$ cat config.mk
export PLATFORM = sky130hd
export DESIGN_NAME = cascade_piso
export DESIGN_NICKNAME = d
export VERILOG_FILES = /design/src/rtl/cascade_piso_pkg.sv /design/src/rtl/cascade_piso_ctrl.sv /design/src/rtl/cascade_piso_cell.sv /design/src/rtl/cascade_piso.sv
export SDC_FILE = /design/constraint.sdc
export NUM_CORES = 1
export LEC_CHECK = 0
export BUFFER_PORTS_ARGS = -buffer_cell sky130_fd_sc_hd__buf_2
export CAP_MARGIN = 0
export CORE_MARGIN = 5
export CORE_UTILIZATION = 30
export CTS_CLUSTER_SIZE = 24
export DETAILED_ROUTE_END_ITERATION = 10
export GPL_ROUTABILITY_DRIVEN = 0
export HOLD_SLACK_MARGIN = 0.06
export PLACE_DENSITY = 0.54
export SYNTH_ARGS = -nofsm -noshare
export SYNTH_HDL_FRONTEND = slang
export SYNTH_SLANG_ARGS = --single-unit
$ cat constraint.sdc
create_clock -name clk -period 1 [get_ports clk]
set_input_delay 0.05 -clock clk [delete_from_list [all_inputs] [get_ports clk]]
set_output_delay 0.05 -clock clk [all_outputs]
set_load 0.01 [all_outputs]
$ cat src/rtl/cascade_piso_pkg.sv
package cascade_piso_pkg;
  typedef enum logic [1:0] {
    OP_HOLD  = 2'd0,
    OP_SHIFT = 2'd1,
    OP_LOAD  = 2'd2,
    OP_CLEAR = 2'd3
  } stage_op_e;
endpackage

$ cat src/rtl/cascade_piso_ctrl.sv
module cascade_piso_ctrl
  import cascade_piso_pkg::*;
(
  input  logic      rst_n,
  input  logic      ld_n,
  input  logic      ce_n,
  output stage_op_e op
);
  // Priority: reset, then load (level), then enabled shift, else hold.
  always_comb begin
    if (!rst_n)     op = OP_CLEAR;
    else if (!ld_n) op = OP_LOAD;
    else if (!ce_n) op = OP_SHIFT;
    else            op = OP_HOLD;
  end
endmodule

$ cat src/rtl/cascade_piso_cell.sv
module cascade_piso_cell
  import cascade_piso_pkg::*;
(
  input  logic      clk,
  input  stage_op_e op,
  input  logic      par_d,
  input  logic      ser_d,
  output logic      q
);
  always_ff @(posedge clk) begin
    unique case (op)
      OP_CLEAR: q <= 1'b0;
      OP_LOAD:  q <= par_d;
      OP_SHIFT: q <= ser_d;
      default:  q <= q;
    endcase
  end
endmodule

$ cat src/rtl/cascade_piso.sv
module cascade_piso
  import cascade_piso_pkg::*;
#(
  parameter int WIDTH = 8
) (
  input  logic             clk,
  input  logic             rst_n,
  input  logic             ld_n,
  input  logic             ce_n,
  input  logic             sip,
  input  logic [WIDTH-1:0] pip,
  output logic             sop
);
  localparam int LAST = WIDTH - 1;

  stage_op_e        op;
  logic [WIDTH-1:0] stages;
  logic [WIDTH-1:0] ser_in;

  cascade_piso_ctrl u_ctrl (
    .rst_n (rst_n),
    .ld_n  (ld_n),
    .ce_n  (ce_n),
    .op    (op)
  );

  // Serial chain: stage 0 fed from sip, stage i from stage i-1.
  assign ser_in[0] = sip;
  generate
    if (WIDTH > 1) begin : g_chain
      assign ser_in[WIDTH-1:1] = stages[WIDTH-2:0];
    end
  endgenerate

  generate
    for (genvar i = 0; i < WIDTH; i++) begin : g_stage
      cascade_piso_cell u_cell (
        .clk   (clk),
        .op    (op),
        .par_d (pip[i]),
        .ser_d (ser_in[i]),
        .q     (stages[i])
      );
    end
  endgenerate

  assign sop = stages[LAST];
endmodule

**Yosys cells after proc, flatten, opt, wreduce, memory -nomap -nowiden**

Index checks and enable logic that the tools add are counted.

- Flip-flop bits (word level): 8
- Bits in latches: 0
- RAM bits: 0
- ROM bits: 0
- Memories kept: 0

- $add $sub $neg: 0
- Multipliers: 0
- Div/mod/pow operators: 0
- Order comparisons: 0
- Eq/ne operators: 3
- Shifts and indexed selects: 0
- Mux-type cells: 11
- Bitwise logic cells: 0
- Reduce and logical (&&, ||, !) cells: 1

Operators with widths:

| kind | number |
|---|---|
| $pmux 1 s3 | 8 |
| $eq 2x2->1 const B | 2 |
| $mux 2 | 2 |
| $reduce_bool 3->1 | 1 |
| $eq 2x1->1 const B | 1 |
| $mux 1 | 1 |

**Depth between registers and ports, before layout**

- Depth after elaboration: 5
- Gate-level depth with buffers: 4
- Depth with buffers taken out: 2

**Cells and area by module**

Synthesis repeated with hierarchy kept, for this count alone.

- Cell total of the unflattened synthesis: 75
- Area, all modules: 757.0 um^2

Modules (own cells, without submodules):

| module | times used | cells an instance | area an instance (um^2) | seq. area each (um^2) |
|---|---|---|---|---|
| cascade_piso_cell | 8 | 9 | 92.6 | 30.0 |
| cascade_piso_ctrl | 1 | 3 | 16.3 | 0.0 |

**Least setup slack after synthesis**

No wires, ideal clock.

- Path type: input-to-reg
- Start point: in rst_n
- End point: reg g_stage[0].u_cell.q, enable pin
- Arrival: 0.500 ns
- Slack: 0.163 ns
- Cell stages on the path: 3
- Cells stage by stage: buf_6 -> buf_8 -> nand3_1

- Cells in the longest elaborated chain, start to end: 3

Ends and longest elaborated chain:

| element | line | text |
|---|---|---|
| start, declared | cascade_piso.sv:7 | `input logic rst_n,` |
| $mux 2 * | cascade_piso_ctrl.sv:11 | `if (!rst_n) op = OP_CLEAR;` |
| $eq 2x2->1 or $eq 2x1->1 (tied branches) | cascade_piso_cell.sv:11 | `unique case (op)` |
| $reduce_bool 3->1 (no source line) * | -- |  |
| end signal, assigned | cascade_piso_cell.sv:13 | `OP_LOAD: q <= par_d;` |
| end signal, assigned | cascade_piso_cell.sv:14 | `OP_SHIFT: q <= ser_d;` |
| end signal, assigned | cascade_piso_cell.sv:15 | `default: q <= q;` |
| end, declared | cascade_piso_cell.sv:8 | `output logic q` |

Mark *: on every way between the ends. The rest lies on a longest branch, timed or not.
A chain may end at the register's enable or synchronous reset.

**Final worst setup path**

- Start point: reg g_stage[5].u_cell.q
- End point: reg g_stage[6].u_cell.q (data pin)

- Cells in the longest elaborated chain, start to end: 1

Ends and longest elaborated chain:

| element | line |
|---|---|
| start, declared | cascade_piso_cell.sv:8 |
| start signal, assigned | cascade_piso_cell.sv:13 |
| start signal, assigned | cascade_piso_cell.sv:14 |
| start signal, assigned | cascade_piso_cell.sv:15 |
| $pmux 1 s3 | cascade_piso_cell.sv:11 |
| end signal, assigned | cascade_piso_cell.sv:13 |
| end signal, assigned | cascade_piso_cell.sv:14 |
| end signal, assigned | cascade_piso_cell.sv:15 |
| end, declared | cascade_piso_cell.sv:8 |

No other way between the ends.

==> results.sh <==
export IMPL_hold_buffers=0
export IMPL_drive_gt1_share_pct=34.62
export IMPL_worst_setup_path_end_kind="flip-flop"
export IMPL_maxCapViolations=0
export IMPL_via_count=311
export IMPL_netlist_top_cell_by_area="edfxtp_1"
export IMPL_worst_hold_slack_ns=0.09819
export IMPL_antenna_found_initial=0
export IMPL_clock_sinks=8
export IMPL_setup_violations=0
export IMPL_dr_first_iter_drc_count=4
export IMPL_max_slew_margin_pct=81.11
export IMPL_p_seq_share_pct=55.4
export IMPL_layout_nets=67
export IMPL_clk_pin_slew_ns=0.05
export IMPL_reg_largest_list="g_stage.u_cell.q: 8 flops"
export IMPL_grt_pass1_vias=289
export IMPL_syn_area_um2=399.1
export IMPL_peakVddDrop_mv=0.4791
export IMPL_die_w_um=46.48
export IMPL_top_register="g_stage.u_cell.q"
export IMPL_port_buffers=13
export IMPL_yosys_area_top_type_share_pct=60.19
export IMPL_crit_reg2reg_capture="g_stage[6].u_cell.q"
export IMPL_num_rows=13
export IMPL_rsz0062_at_grt="false"
export IMPL_startpoint_type="flip-flop"
export IMPL_synth_area_leaders="edfxtp_1, nand2_1, o22ai_1"
export IMPL_pwr_density_cell_nw_per_um2=1500
export IMPL_final_hold_violation_count=0
export IMPL_grt_overflow_total=0
export IMPL_slew_viol_final=0
export IMPL_met3_usage_pct=6.250
export IMPL_cts_tree="yes"
export IMPL_clock_power_share_pct=33.2
export IMPL_largest_register_ffs=8
export IMPL_rr_startpoint="g_stage[5].u_cell.q"
export IMPL_die_area_um2=2160
export IMPL_dpl_cell_area_um2=466.7
export IMPL_grt_busiest_layer="met2"
export IMPL_finalCritPeriodShare_pct=81.55
export IMPL_min_path_type="in2reg"
export IMPL_syn_avg_cell_area_um2=10.79
export IMPL_die_h_um=46.48
export IMPL_worst_pin_slew_ns=0.2834
export IMPL_synth_fp_nets=50
export IMPL_switchingPower_mw=0.1592
export IMPL_cp_endpoint="g_stage[6].u_cell.q"
export IMPL_design_area_um2=489.2
export IMPL_stdcell_count=67
export IMPL_cp_data_required_time_ns=0.99
export IMPL_via_per_inst=4.642
export IMPL_cp_arrival_ns=0.81
export IMPL_grt_max_degree=18
export IMPL_io_pins=14
export IMPL_final_util_pct=38.07
export IMPL_dp_slack_ns=0.09142
export IMPL_critical_path_class="reg2reg"
export IMPL_p_leak_nw=0.2103
export IMPL_synth_distinct_cells=10
export IMPL_cellInternalPower_mw=0.5744
export IMPL_tns_ns=0
export IMPL_wl_per_cell_um=12.06
export IMPL_synth_seq_cells=8
export IMPL_grt_total_usage_pct=8.720
export IMPL_worst_r2r_setup_slack_ns=0.18
export IMPL_clockRootBuffer="clkbuf_4"
export IMPL_cts_buffers=3
export IMPL_synth_warnings=0
export IMPL_status="finished clean"
export IMPL_crit_fanout=1
export IMPL_skew_ns=0.002490
export IMPL_synth_seq_area_share_pct=60.19
export IMPL_startpoint="g_stage[5].u_cell.q"
export IMPL_drt_pass1_iterations=2
export IMPL_final_cell_mix="nand2_1, buf_2, edfxtp_1, o22ai_1, clkbuf_4"
export IMPL_drt_wl_total_um=808
export IMPL_p_comb_share_pct=11.3
export IMPL_dp_cells=64
export IMPL_final_antenna_net_count=0
export IMPL_grt_util_met1_pct=8.353
export IMPL_clkLatencyLatePin_ns=0.25
export IMPL_reg2regPathDepth=2
export IMPL_core_area_um2=1285
export IMPL_clock_path_buffers=2
export IMPL_met2_usage_pct=14.29
export IMPL_grt_pass1_wl_um=1221
export IMPL_synth_cells=37
export IMPL_min_period_ns=0.8155
export IMPL_power_total_mw=0.7336
export IMPL_post_cts_repair_setup_buffers=0
export IMPL_final_common_cell="nand2_1"
export IMPL_drc=0
export IMPL_diodes=0
export IMPL_start_util_pct=31.06
export IMPL_synthToLayoutAreaGrowth_pct=22.57
export IMPL_swShare_pct=21.70
export IMPL_fmax_mhz=1226
export IMPL_cts_resized=0
export IMPL_htree_levels=1
export IMPL_fin_ws_ns=0.1845
## worst max-delay path: stages, from the launching register on
cell and delay, ns:
edfxtp_1 0.40, nand2_1 0.08, o22ai_1 0.08
## power by group through the flow
stage	Sequential (mW)	Clock (mW)	Combinational, mW
2_1_floorplan	0.412	0	0.0542
3_3_place_gp	0.413	0	0.0833
3_5_place_dp	0.414	0	0.0845
4_1_cts	0.407	0.253	0.0847
5_1_grt	0.408	0.263	0.0945
6_report	0.407	0.244	0.0831
## cells in the mapped netlist
| library cell | n |
|---|---|
| buf_6 | 1 |
| nand2_1 | 15 |
| edfxtp_1 | 8 |
| nand3_1 | 1 |
| nand3b_1 | 1 |
| o22ai_1 | 7 |
| buf_8 | 1 |
| nand4b_1 | 1 |
| buf_2 | 1 |
| nand2b_1 | 1 |
## kinds of logic after synthesis
group,Yosys count,share of synthesized area [%]
buffers and inverters,3,7.834
AO/OA/AOI/OAI,7,10.97
AND/OR/NAND/NOR,19,21.00
flip-flops,8,60.19
## layout make-up
cell class              count  area (um^2)
fillers                   139        795.8
flip-flops and latches      8        240.2
multi-input cells          26        127.6
repair buffers             15        80.08
clock buffers               3        22.52
well taps                  15        18.77
## routing by layer
metal	part of all wire [%]	vias up
met3	8.3	0
met4	0	0
met5	0	-
li1	-	165
met2	51	9
met1	41	137
## worst min-delay path by stage
stage / startpoint / to / slack [ns] / cells after the start
4_1_cts: pip[7] / g_stage[7].u_cell.q / 0.09 / 3
3_3_place_gp: pip[7] / g_stage[7].u_cell.q / 0.36 / 3
2_1_floorplan: pip[7] / g_stage[7].u_cell.q / 0.27 / 2
5_1_grt: pip[7] / g_stage[7].u_cell.q / 0.14 / 3
6_report: pip[7] / g_stage[7].u_cell.q / 0.1 / 3
3_5_place_dp: pip[7] / g_stage[7].u_cell.q / 0.36 / 3
No activity file was read; power rests on OpenSTA's default activity.
